<file path="src/rtl/sb_pkg.sv">
package sb_pkg;
  typedef enum logic [1:0] {
    UNIT_INT = 2'd0,
    UNIT_ADD = 2'd1,
    UNIT_MUL = 2'd2,
    UNIT_DIV = 2'd3
  } unit_e;

  localparam int NUM_UNITS = 4;
endpackage

</file>
<file path="src/rtl/sb_unit_pipe.sv">
module sb_unit_pipe #(
  parameter int LAT       = 1,
  parameter bit PIPELINED = 1'b1,
  parameter int REG_W     = 5
) (
  input  logic             clk_i,
  input  logic             rst_ni,
  input  logic             accept_i,
  input  logic [REG_W-1:0] dst_i,
  input  logic             grant_i,
  output logic             busy_o,
  output logic             done_o,
  output logic [REG_W-1:0] done_dst_o
);

  generate
    if (PIPELINED) begin : g_pipe
      logic [LAT-1:0]            v_q;
      logic [LAT-1:0][REG_W-1:0] d_q;
      logic                      adv;

      // whole chain freezes while the last stage waits for write-back
      assign adv = !(v_q[LAT-1] && !grant_i);

      always_ff @(posedge clk_i or negedge rst_ni) begin
        if (!rst_ni) begin
          v_q <= '0;
          d_q <= '0;
        end else if (adv) begin
          v_q[0] <= accept_i;
          d_q[0] <= dst_i;
          for (int k = 1; k < LAT; k++) begin
            v_q[k] <= v_q[k-1];
            d_q[k] <= d_q[k-1];
          end
        end
      end

      assign busy_o     = !adv;
      assign done_o     = v_q[LAT-1];
      assign done_dst_o = d_q[LAT-1];
    end else begin : g_iter
      localparam int CW = (LAT > 1) ? $clog2(LAT) : 1;
      logic             v_q;
      logic [REG_W-1:0] d_q;
      logic [CW-1:0]    cnt_q;
      logic             last;

      assign last = (cnt_q == CW'(LAT - 1));

      always_ff @(posedge clk_i or negedge rst_ni) begin
        if (!rst_ni) begin
          v_q   <= 1'b0;
          d_q   <= '0;
          cnt_q <= '0;
        end else if (v_q && last && grant_i) begin
          v_q <= 1'b0;
        end else if (!v_q && accept_i) begin
          v_q   <= 1'b1;
          d_q   <= dst_i;
          cnt_q <= '0;
        end else if (v_q && !last) begin
          cnt_q <= cnt_q + 1'b1;
        end
      end

      assign busy_o     = v_q;
      assign done_o     = v_q && last;
      assign done_dst_o = d_q;

      p_iter_occupied_r8: assert property (@(posedge clk_i) disable iff (!rst_ni)
        (v_q && !last) |=> v_q)
        else $error("divider released before its last count");
    end
  endgenerate

  p_hold_result_r9: assert property (@(posedge clk_i) disable iff (!rst_ni)
    (done_o && !grant_i) |=> (done_o && done_dst_o == $past(done_dst_o)))
    else $error("ungranted result was not held");

endmodule

</file>
<file path="src/rtl/sb_wb_arbiter.sv">
module sb_wb_arbiter #(
  parameter int N     = 4,
  parameter int REG_W = 5
) (
  input  logic                    clk_i,
  input  logic                    rst_ni,
  input  logic [N-1:0]            req_i,
  input  logic [N-1:0][REG_W-1:0] dst_i,
  output logic [N-1:0]            grant_o,
  output logic                    wb_valid_o,
  output logic [REG_W-1:0]        wb_dst_o
);

  // highest index wins
  always_comb begin
    logic found;
    found   = 1'b0;
    grant_o = '0;
    for (int i = N - 1; i >= 0; i--) begin
      if (req_i[i] && !found) begin
        grant_o[i] = 1'b1;
        found      = 1'b1;
      end
    end
  end

  always_comb begin
    wb_dst_o = '0;
    for (int i = 0; i < N; i++) begin
      if (grant_o[i]) wb_dst_o = dst_i[i];
    end
  end

  assign wb_valid_o = |req_i;

  p_one_grant_r9: assert property (@(posedge clk_i) disable iff (!rst_ni)
    $onehot0(grant_o))
    else $error("more than one write-back granted");

endmodule

</file>
<file path="src/rtl/sb_pend_table.sv">
module sb_pend_table #(
  parameter int REG_W = 5,
  localparam int NREG = 1 << REG_W
) (
  input  logic             clk_i,
  input  logic             rst_ni,
  input  logic             set_en_i,
  input  logic [REG_W-1:0] set_idx_i,
  input  logic             clr_en_i,
  input  logic [REG_W-1:0] clr_idx_i,
  output logic [NREG-1:0]  pend_o
);

  logic [NREG-1:0] pend_q;
  logic [NREG-1:0] clr_mask, set_mask;

  assign clr_mask = clr_en_i ? (NREG'(1) << clr_idx_i) : '0;
  assign set_mask = set_en_i ? (NREG'(1) << set_idx_i) : '0;

  always_ff @(posedge clk_i or negedge rst_ni) begin
    if (!rst_ni) pend_q <= '0;
    else         pend_q <= (pend_q & ~clr_mask) | set_mask;
  end

  assign pend_o = pend_q;

  p_clear_r6: assert property (@(posedge clk_i) disable iff (!rst_ni)
    (clr_en_i && !(set_en_i && set_idx_i == clr_idx_i)) |=> !pend_q[$past(clr_idx_i)])
    else $error("pending bit survived write-back");

  p_set_wins_r10: assert property (@(posedge clk_i) disable iff (!rst_ni)
    set_en_i |=> pend_q[$past(set_idx_i)])
    else $error("pending bit not set after dispatch");

endmodule

</file>
<file path="src/rtl/inorder_scoreboard.sv">
module inorder_scoreboard #(
  parameter int REG_W   = 5,
  parameter int INT_LAT = 1,
  parameter int ADD_LAT = 1,
  parameter int MUL_LAT = 3,
  parameter int DIV_LAT = 4
) (
  input  logic                   clk_i,
  input  logic                   rst_ni,
  input  logic                   in_valid_i,
  input  logic [1:0]             in_unit_i,
  input  logic [REG_W-1:0]       in_dst_i,
  input  logic [REG_W-1:0]       in_src1_i,
  input  logic [REG_W-1:0]       in_src2_i,
  output logic                   issue_o,
  output logic                   stall_o,
  output logic [3:0]             unit_busy_o,
  output logic [(1<<REG_W)-1:0]  pend_o,
  output logic                   wb_valid_o,
  output logic [REG_W-1:0]       wb_dst_o
);
  import sb_pkg::*;

  localparam int NREG = 1 << REG_W;

  logic [NUM_UNITS-1:0]            busy, req, grant;
  logic [NUM_UNITS-1:0][REG_W-1:0] req_dst;
  logic [NREG-1:0]                 pend;
  logic                            wb_valid;
  logic [REG_W-1:0]                wb_dst;
  logic                            raw_haz, waw_haz;
  unit_e                           unit;

  assign unit = unit_e'(in_unit_i);

  generate
    for (genvar u = 0; u < NUM_UNITS; u++) begin : g_unit
      localparam int LAT = (u == int'(UNIT_DIV)) ? DIV_LAT :
                           (u == int'(UNIT_MUL)) ? MUL_LAT :
                           (u == int'(UNIT_ADD)) ? ADD_LAT : INT_LAT;
      sb_unit_pipe #(
        .LAT      (LAT),
        .PIPELINED(u != int'(UNIT_DIV)),
        .REG_W    (REG_W)
      ) u_unit (
        .clk_i     (clk_i),
        .rst_ni    (rst_ni),
        .accept_i  (issue_o && (in_unit_i == 2'(u))),
        .dst_i     (in_dst_i),
        .grant_i   (grant[u]),
        .busy_o    (busy[u]),
        .done_o    (req[u]),
        .done_dst_o(req_dst[u])
      );
    end
  endgenerate

  sb_wb_arbiter #(.N(NUM_UNITS), .REG_W(REG_W)) u_arb (
    .clk_i     (clk_i),
    .rst_ni    (rst_ni),
    .req_i     (req),
    .dst_i     (req_dst),
    .grant_o   (grant),
    .wb_valid_o(wb_valid),
    .wb_dst_o  (wb_dst)
  );

  // no forwarding: sources see registered pending bits only
  assign raw_haz = pend[in_src1_i] || pend[in_src2_i];
  // destination released by a write-back completing this cycle
  assign waw_haz = pend[in_dst_i] && !(wb_valid && wb_dst == in_dst_i);

  assign issue_o = in_valid_i && !busy[unit] && !raw_haz && !waw_haz;
  assign stall_o = in_valid_i && !issue_o;

  sb_pend_table #(.REG_W(REG_W)) u_pend (
    .clk_i    (clk_i),
    .rst_ni   (rst_ni),
    .set_en_i (issue_o),
    .set_idx_i(in_dst_i),
    .clr_en_i (wb_valid),
    .clr_idx_i(wb_dst),
    .pend_o   (pend)
  );

  assign unit_busy_o = busy;
  assign pend_o      = pend;
  assign wb_valid_o  = wb_valid;
  assign wb_dst_o    = wb_dst;

  p_no_busy_issue_r2: assert property (@(posedge clk_i) disable iff (!rst_ni)
    issue_o |-> !unit_busy_o[in_unit_i])
    else $error("dispatch to busy unit");

  p_issue_marks_r6: assert property (@(posedge clk_i) disable iff (!rst_ni)
    issue_o |=> pend_o[$past(in_dst_i)])
    else $error("dispatch left destination not pending");

endmodule

</file>
<file path="config.mk">
export PLATFORM = sky130hd
export DESIGN_NAME = inorder_scoreboard
export DESIGN_NICKNAME = d
export VERILOG_FILES = /design/src/rtl/sb_pkg.sv /design/src/rtl/sb_unit_pipe.sv /design/src/rtl/sb_wb_arbiter.sv /design/src/rtl/sb_pend_table.sv /design/src/rtl/inorder_scoreboard.sv
export SDC_FILE = /design/constraint.sdc
export NUM_CORES = 1
export LEC_CHECK = 0
export BUFFER_PORTS_ARGS = -buffer_cell sky130_fd_sc_hd__buf_2
export CELL_PAD_IN_SITES_DETAIL_PLACEMENT = 1
export CELL_PAD_IN_SITES_GLOBAL_PLACEMENT = 1
export CORE_MARGIN = 2
export CORE_UTILIZATION = 45
export CTS_CLUSTER_SIZE = 20
export DETAILED_ROUTE_END_ITERATION = 12
export PLACE_DENSITY = 0.85
export SLEW_MARGIN = 15
export SYNTH_ARGS = -nofsm -noshare
export SYNTH_HDL_FRONTEND = slang
export SYNTH_SLANG_ARGS = --single-unit
</file>
<file path="constraint.sdc">
create_clock -name clk_i -period 3.1 [get_ports clk_i]
set_input_delay 0.155 -clock clk_i [delete_from_list [all_inputs] [get_ports clk_i]]
set_output_delay 0.155 -clock clk_i [all_outputs]
set_load 0.05 [all_outputs]
</file>
Yosys cells after proc, flatten, opt, wreduce, memory -nomap -nowiden --
Cells that the tools add are included.
Storage, ports and cells: bits in registers 70, latch bits 0, RAM bits 0, memory bits (read-only) 0, output and inout port bits 44, logic and storage cells 92, memories 0
Operators by class: $add $sub $neg 1, multipliers 0, divide/modulo/power cells 0, order comparisons 4, equality and inequality tests 5, shift-type cells 2, mux-type cells 24, bitwise operators 4, reduce and logical (&&, ||, !) cells 40
Operators by type and width (number):
- 2-to-1 mux 32 bit | 2
- << shifter 1 x 5 -> 32 bit (first input constant) | 2
- bitwise AND 32 bit | 1
- NOT 32 bit | 1
- OR 32 bit | 1
- logical AND 1 bit | 20
- 2-to-1 mux 5 bit | 4
- less-than comparator 5 x 6 -> 1 bit (second input constant) | 3
- binary-select mux 1 bit (select 5 bit) | 3
- zero test 1 bit | 13
- 2-to-1 mux 1 bit | 12
- == test 2 bit (second input constant) | 3
- == test 5 bit | 1
- 2-to-1 mux 2 bit | 2
- AND reduction 2 bit | 2
- nonzero test 2 bit | 2
- OR reduction 4 bit | 1
- less-than comparator 2 x 3 -> 1 bit (second input constant) | 1
- adder 2 x 1 -> 2 bit (second input constant) | 1
- binary-select mux 1 bit (select 2 bit) | 1
- == test 2 x 1 -> 1 bit (second input constant) | 1
- zero test 2 bit | 1
- logical OR 1 bit | 1
- NOT 1 bit | 1

Depth between registers and ports, before layout --
depth after elaboration 26, mapped depth 11

Cells and area by module --
From an unflattened synthesis, not the netlist that was laid out.
Second synthesis, totals: cell total of the unflattened synthesis 347, area total of the unflattened synthesis 4184.0 um^2
Modules (own cells, without submodules):
- sb_pend_table | instances 1, cells each 127, area an instance 1323.8 um^2
- inorder_scoreboard | instances 1, cells each 98, area an instance 1036.0 um^2
- sb_unit_pipe (g_unit[2].u_unit) | instances 1, cells each 44, area an instance 760.7 um^2
- sb_unit_pipe (g_unit[0].u_unit ...) | instances 2, cells each 14, area an instance 256.5 um^2
- sb_unit_pipe (g_unit[3].u_unit) | instances 1, cells each 22, area an instance 354.1 um^2
- sb_wb_arbiter | instances 1, cells each 28, area an instance 196.4 um^2

Worst setup path after synthesis --
No wires, ideal clock.
path type flip-flop to flip-flop, from register g_unit[3].u_unit.g_iter.cnt_q[0], to register u_pend.pend_q[20] (netlist: u_pend.pend_o[20]), data arrival time 2.977 ns, data required time 2.969 ns, setup slack -0.008 ns, stages on the path, launching flop included 10, period minus slack after synthesis 3.108 ns, cell sequence dfrtp_1 -> ha_1 -> and2_1 -> buf_2 -> o31a_1 -> a31oi_1 -> nand2_1 -> or2_2 -> o21ai_0 -> o31ai_1
Between the ends: word-level cells in the longest chain between the ends 24, elaborated cells between the ends (all ways) 42, classes of those cells eq/ne: 2; shift: 1; mux: 14; bitwise: 3; reduce/logical: 22
Ends and longest elaborated chain:
- from (decl) | line sb_unit_pipe.sv:46 | logic [CW-1:0] cnt_q;
- from (signal assigned) | line sb_unit_pipe.sv:63 | cnt_q <= cnt_q + 1'b1;
- == test 2 bit (*) | line sb_unit_pipe.sv:49 | assign last = (cnt_q == CW'(LAT - 1));
- logical AND 1 bit (*) | line sb_unit_pipe.sv:68 | assign done_o = v_q && last;
- 2-to-1 mux 1 bit (*) | line sb_wb_arbiter.sv:20 | if (req_i[i] && !found) begin
- zero test 1 bit | line sb_wb_arbiter.sv:20
- logical AND 1 bit | line sb_wb_arbiter.sv:20
- 2-to-1 mux 1 bit | line sb_wb_arbiter.sv:20
- zero test 1 bit | line sb_wb_arbiter.sv:20
- logical AND 1 bit | line sb_wb_arbiter.sv:20
- [8 not listed]
- named net wb_dst_o[2] | line inorder_scoreboard.sv:20 | output logic [REG_W-1:0] wb_dst_o
- == test 5 bit | line inorder_scoreboard.sv:71 | assign waw_haz = pend[in_dst_i] && !(wb_valid && wb_dst == in_dst_i);
- logical AND 1 bit | line inorder_scoreboard.sv:71
- zero test 1 bit | line inorder_scoreboard.sv:71
- logical AND 1 bit | line inorder_scoreboard.sv:71
- zero test 1 bit | line inorder_scoreboard.sv:73 | assign issue_o = in_valid_i && !busy[unit] && !raw_haz && !waw_haz;
- logical AND 1 bit | line inorder_scoreboard.sv:73
- 2-to-1 mux 32 bit | line sb_pend_table.sv:18 | assign set_mask = set_en_i ? (NREG'(1) << set_idx_i) : '0;
- OR 32 bit (*) | line sb_pend_table.sv:22 | else pend_q <= (pend_q & ~clr_mask) | set_mask;
- to (signal assigned) | line sb_pend_table.sv:22
- to (decl) | line sb_pend_table.sv:14 | logic [NREG-1:0] pend_q;
Mark *: on every way through the listed nets, which the timed path passes. The rest lies on a longest branch. The select of a mux whose other input is x is not followed. A chain may end at the register's enable or synchronous reset.

Worst setup path in the final report --
from register u_pend.pend_q[10] (netlist: u_pend.pend_o[10]), to output stall_o
Between the ends: word-level cells in the longest chain between the ends 8, elaborated cells between the ends (all ways) 14, classes of those cells mux: 6; reduce/logical: 8
Ends and longest elaborated chain:
- binary-select mux 1 bit (select 5 bit) | line inorder_scoreboard.sv:69 | assign raw_haz = pend[in_src1_i] || pend[in_src2_i];
- 2-to-1 mux 1 bit (not written as such) | line inorder_scoreboard.sv:69
- logical OR 1 bit | line inorder_scoreboard.sv:69
- zero test 1 bit | line inorder_scoreboard.sv:73
- logical AND 1 bit | line inorder_scoreboard.sv:73
- logical AND 1 bit (*) | line inorder_scoreboard.sv:73
- zero test 1 bit (*) | line inorder_scoreboard.sv:74 | assign stall_o = in_valid_i && !issue_o;
- logical AND 1 bit (*) | line inorder_scoreboard.sv:74
- to (decl) | line inorder_scoreboard.sv:16 | output logic stall_o,
Every way passes the cells marked *; elsewhere a longest branch is shown, timed or not. The select of a mux whose other input is x is not followed.

==> flow_summary.html <==
<table>
<tr><th>Metric</th><th>Value</th></tr>
<tr><th colspan="2">Run status</th></tr>
<tr><td>Result of the run</td><td>completed</td></tr>
<tr><th colspan="2">Drt</th></tr>
<tr><td>Number of DRC markers after the initial detailed-route iteration</td><td>around 360</td></tr>
<tr><td>Antenna viol nets, final</td><td>0</td></tr>
<tr><td>Drt drc</td><td>0</td></tr>
<tr><td>Wire length after detailed routing</td><td>about 14000 um</td></tr>
<tr><td>Detail-routed net length per standard cell</td><td>around 24 um</td></tr>
<tr><td>Vias per inst</td><td>6.33</td></tr>
<tr><td>Via count</td><td>3743</td></tr>
<tr><td>Number of iterations in the first detailed-routing pass</td><td>5</td></tr>
<tr><th colspan="2">Die</th></tr>
<tr><td>Height of the chip</td><td>between 100 and 150 um</td></tr>
<tr><td>Site Rows</td><td>35</td></tr>
<tr><td>Initial cell density of the core</td><td>between 40% and 50%</td></tr>
<tr><td>Io pins</td><td>64</td></tr>
<tr><td>Core outline area</td><td>a little over 9000 um2</td></tr>
<tr><td>Die width</td><td>between 100 and 150 um</td></tr>
<tr><td>Die Footprint</td><td>~10000 um2</td></tr>
<tr><th colspan="2">STA</th></tr>
<tr><td>Slew Viols, Final</td><td>0</td></tr>
<tr><td>Fin crit share</td><td>between 90% and 100%</td></tr>
<tr><td>Worst clock skew on the final layout</td><td>10.1 ps</td></tr>
<tr><td>Headroom to the max-slew limit</td><td>36.9%</td></tr>
<tr><td>F_max</td><td>about 0.33 GHz</td></tr>
<tr><td>Unrepaired setup endpoints after global routing</td><td>false</td></tr>
<tr><td>Final TNS setup</td><td>0 ps</td></tr>
<tr><td>Post-layout min period</td><td>around 3000 ps</td></tr>
<tr><td>Least-Margin Pin Slew</td><td>between 900 and 1000 ps</td></tr>
<tr><td>Number of setup violations in the final report</td><td>0</td></tr>
<tr><td>Final-report hold violation count</td><td>0</td></tr>
<tr><th colspan="2">Yosys</th></tr>
<tr><td>Cell Area, Synth</td><td>approximately 4300 um2</td></tr>
<tr><td>Net count after synthesis</td><td>424</td></tr>
<tr><td>Largest cells by area after synthesis</td><td>sky130_fd_sc_hd__dfrtp_1 (41%), sky130_fd_sc_hd__mux2_2 (8.3%), sky130_fd_sc_hd__mux2i_1 (6.7%), sky130_fd_sc_hd__o21ai_0 (4.9%), sky130_fd_sc_hd__mux4_1 (4.3%)</td></tr>
<tr><td>Number of enable-type register cells in the synthesized netlist</td><td>0</td></tr>
<tr><td>Async S/R FF share, synth</td><td>100%</td></tr>
<tr><td>Mean area per synthesized cell</td><td>10.7 um2</td></tr>
<tr><td>Biggest area consumer among synthesized cells</td><td>sky130_fd_sc_hd__dfrtp_1</td></tr>
<tr><td>Post-Synthesis Cells</td><td>403</td></tr>
<tr><td>Top-count cell post-synth</td><td>sky130_fd_sc_hd__dfrtp_1</td></tr>
<tr><td>Number of warning messages in the yosys log</td><td>0</td></tr>
<tr><td>Yosys top cell area share</td><td>between 40% and 50%</td></tr>
<tr><td>Proportion of synthesized chip area in sequential cells</td><td>40.5%</td></tr>
<tr><td>Most common library cells after synthesis</td><td>sky130_fd_sc_hd__dfrtp_1 (70), sky130_fd_sc_hd__o21ai_0 (42), sky130_fd_sc_hd__mux2_2 (32)</td></tr>
<tr><td>Synth cell types</td><td>61</td></tr>
<tr><td>Most used flip-flop cell after synthesis</td><td>sky130_fd_sc_hd__dfrtp_1</td></tr>
<tr><td>Number of register bits inferred by synthesis</td><td>70</td></tr>
<tr><th colspan="2">Placement</th></tr>
<tr><td>RePlAce Congestion</td><td>a little over 0.9</td></tr>
<tr><td>Total half-perimeter wirelength after legalization and detailed placement</td><td>around 9800 um</td></tr>
<tr><td>Number of buffers inserted by port buffering</td><td>63</td></tr>
<tr><th colspan="2">CTS</th></tr>
<tr><td>Number of clock buffers inserted by TritonCTS</td><td>9</td></tr>
<tr><td>Source-to-sink clock delay at the later pin of the worst-skew pair</td><td>around 370 ps</td></tr>
<tr><td>Clock-pin slew on the worst setup and hold paths</td><td>80 ps</td></tr>
<tr><td>Root cell of the clock tree</td><td>sky130_fd_sc_hd__clkbuf_8</td></tr>
<tr><td>CTS H-tree lvls</td><td>3</td></tr>
<tr><td>Number of clock sinks seen by CTS</td><td>70</td></tr>
<tr><td>Bufs on Longest Clock Path</td><td>2</td></tr>
<tr><td>CTS tree</td><td>built</td></tr>
<tr><th colspan="2">GRT</th></tr>
<tr><td>Antenna violations before repair</td><td>0</td></tr>
<tr><td>Largest net degree at the start of global routing</td><td>44</td></tr>
<tr><td>Aggregate global-route resource usage</td><td>approximately 28%</td></tr>
<tr><td>Wire length of the first global-routing pass</td><td>approximately 22000 um</td></tr>
<tr><td>Via count of the first global-routing pass</td><td>3768</td></tr>
<tr><td>Overflow after GRT</td><td>0</td></tr>
<tr><th colspan="2">Setup path</th></tr>
<tr><td>Data required time of the worst path</td><td>2940 ps</td></tr>
<tr><td>Worst Setup Start Kind</td><td>flop</td></tr>
<tr><td>Top fanout value on the critical path</td><td>10</td></tr>
<tr><td>Critical Path Sink Type</td><td>output pin</td></tr>
<tr><td>Classification of the worst setup path</td><td>reg2out</td></tr>
<tr><td>Crit path DAT</td><td>~2900 ps</td></tr>
<tr><th colspan="2">Finish</th></tr>
<tr><td>Core utilization of the finished layout</td><td>53.0%</td></tr>
<tr><td>Synthesis-to-layout area growth</td><td>13.8%</td></tr>
<tr><td>Number of antenna cells inserted</td><td>0</td></tr>
<tr><td>Post-layout nets</td><td>~480</td></tr>
<tr><td>Proportion of layout cells with a drive suffix above 1</td><td>33.5%</td></tr>
<tr><th colspan="2">Job</th></tr>
<tr><td>Maxcap violations</td><td>0</td></tr>
<tr><th colspan="2">Pwr</th></tr>
<tr><td>Maximum VDD drop</td><td>around 210 uV</td></tr>
<tr><td>P_leak</td><td>between 1.5 and 2 nW</td></tr>
<tr><td>Ratio of total power to cell area</td><td>roughly 440 nW/um2</td></tr>
<tr><th colspan="2">Worst hold path</th></tr>
<tr><td>Kind of path behind the tightest hold check</td><td>in2reg</td></tr>
</table>
repair_timing:
action | 4_1_cts | 5_1_grt
gates cloned | 0 | 1
gates resized for setup | 2 | 8
endpoints found under the setup margin | 1 | 2
setup buffers | 0 | 5
hold endpoints to repair | 41 | 0
pin swaps | 1 | 4
hold buffers | 1 | 0
critical path: stages, from the launching register on:
cell                       delay, ps
sky130_fd_sc_hd__dfrtp_1         480
sky130_fd_sc_hd__mux4_1          560
sky130_fd_sc_hd__mux2_2          290
sky130_fd_sc_hd__a221oi_2        250
sky130_fd_sc_hd__a41o_1          180
sky130_fd_sc_hd__a41o_4          210
sky130_fd_sc_hd__nand2_8         110
sky130_fd_sc_hd__and2_2          200
sky130_fd_sc_hd__buf_2           200
area by class of cell:
cell class / instances / area (um2)
fillers: 1071 / 4360
multi-input cells: 290 / 2330
flip-flops and latches: 70 / 1760
repair buffers: 75 / 408
well taps: 129 / 161
clock buffers: 9 / 124
clock inverters: 7 / 103
inverters: 11 / 41.3
metrics by stage:
| stage | hold WS, ps | worst slack [ps] | power [mW] | area (um2) | std cells |
|---|---|---|---|---|---|
| after floorplan | -141 | 362 | 1.20 | 4330 | 403 |
| after global placement | 341 | 453 | 1.28 | 4620 | 568 |
| after detailed placement | 357 | 294 | 1.30 | 4620 | 568 |
| after CTS | 90.9 | 1.78 | 2.15 | 4860 | 585 |
| after global routing | 86.8 | 31.8 | 2.24 | 4920 | 591 |
| final | 93.9 | 98.5 | 2.15 | 4920 | 591 |
cell usage in the layout (no fill, tap or decap), types with 8 or more instances in the layout:
master / netlist / final
sky130_fd_sc_hd__buf_2: 8 / 63
sky130_fd_sc_hd__buf_4: 5 / 11
sky130_fd_sc_hd__o41ai_1: 14 / 14
sky130_fd_sc_hd__o31ai_1: 13 / 13
sky130_fd_sc_hd__nor2_1: 8 / 8
sky130_fd_sc_hd__dfrtp_1: 70 / 67
sky130_fd_sc_hd__nand2_1: 23 / 23
sky130_fd_sc_hd__inv_1: 10 / 9
sky130_fd_sc_hd__mux2_2: 32 / 32
sky130_fd_sc_hd__mux2i_1: 29 / 29
sky130_fd_sc_hd__nand2b_1: 9 / 9
sky130_fd_sc_hd__nor2b_1: 8 / 8
sky130_fd_sc_hd__clkbuf_8: 3 / 9
sky130_fd_sc_hd__o21ai_0: 42 / 41
sky130_fd_sc_hd__nand3_1: 16 / 16
sky130_fd_sc_hd__a21oi_1: 16 / 16
logic make-up (layout without fill, tap and decap cells):
logic type               count (synthesis)  after routing  share of synthesized area, %
AO/OA/AOI/OAI                          117            117                          18.6
AND/OR/NAND/NOR                         97             98                          12.7
multiplexers                            71             71                          20.9
flip-flops                              70             70                          40.5
buffers and inverters                   44            102                          6.39
XOR/XNOR                                 3              3                         0.608
adder cells (fa/ha/maj)                  1              1                         0.289
path summary, 6_finish.rpt:
| path | from | end | slack [ps] | cells past startpoint |
|---|---|---|---|---|
| worst min register to register | g_unit[2].u_unit.g_pipe.v_q[1] | g_unit[2].u_unit.g_pipe.v_q[2] | 480 | 1 |
| worst max register to register | u_pend.pend_o[10] | u_pend.pend_o[27] | 300 | 7 |
| min in group asynchronous | rst_ni | u_pend.pend_o[22] | 480 | 2 |
| max in group asynchronous | rst_ni | g_unit[1].u_unit.done_o | 1830 | 3 |
| worst max-delay path | u_pend.pend_o[10] | stall_o | 100 | 8 |
| worst min-delay path | in_unit_i[1] | g_unit[0].u_unit.done_o | 90 | 2 |
metal layers:
layer	wire length (um)	vias up	part of all wire (%)	global-route usage [%]
li1	-	1626	-	-
met5	0	-	0	0
met2	6680	170	48	44.8
met4	285	0	2.0	8.92
met1	6050	1919	43	36.8
met3	991	28	7.1	7.39
where the power goes:
group	total, mW	switching, mW	internal (mW)
sequential	0.990	0.0381	0.952
combinational	0.303	0.192	0.110
clock	0.861	0.399	0.463
registers in the layout (all words and copies together) (netlist names):
signal and flops:
g_unit.u_unit.g_iter.cnt_q 2, u_pend.pend_o 32, g_unit.u_unit.busy_o 1, g_unit.u_unit.done_dst_o 20, g_unit.u_unit.g_pipe.d_q 10, g_unit.u_unit.done_o 2
g_unit.u_unit.g_pipe.v_q 3
No activity file was read; power rests on OpenSTA's default activity.
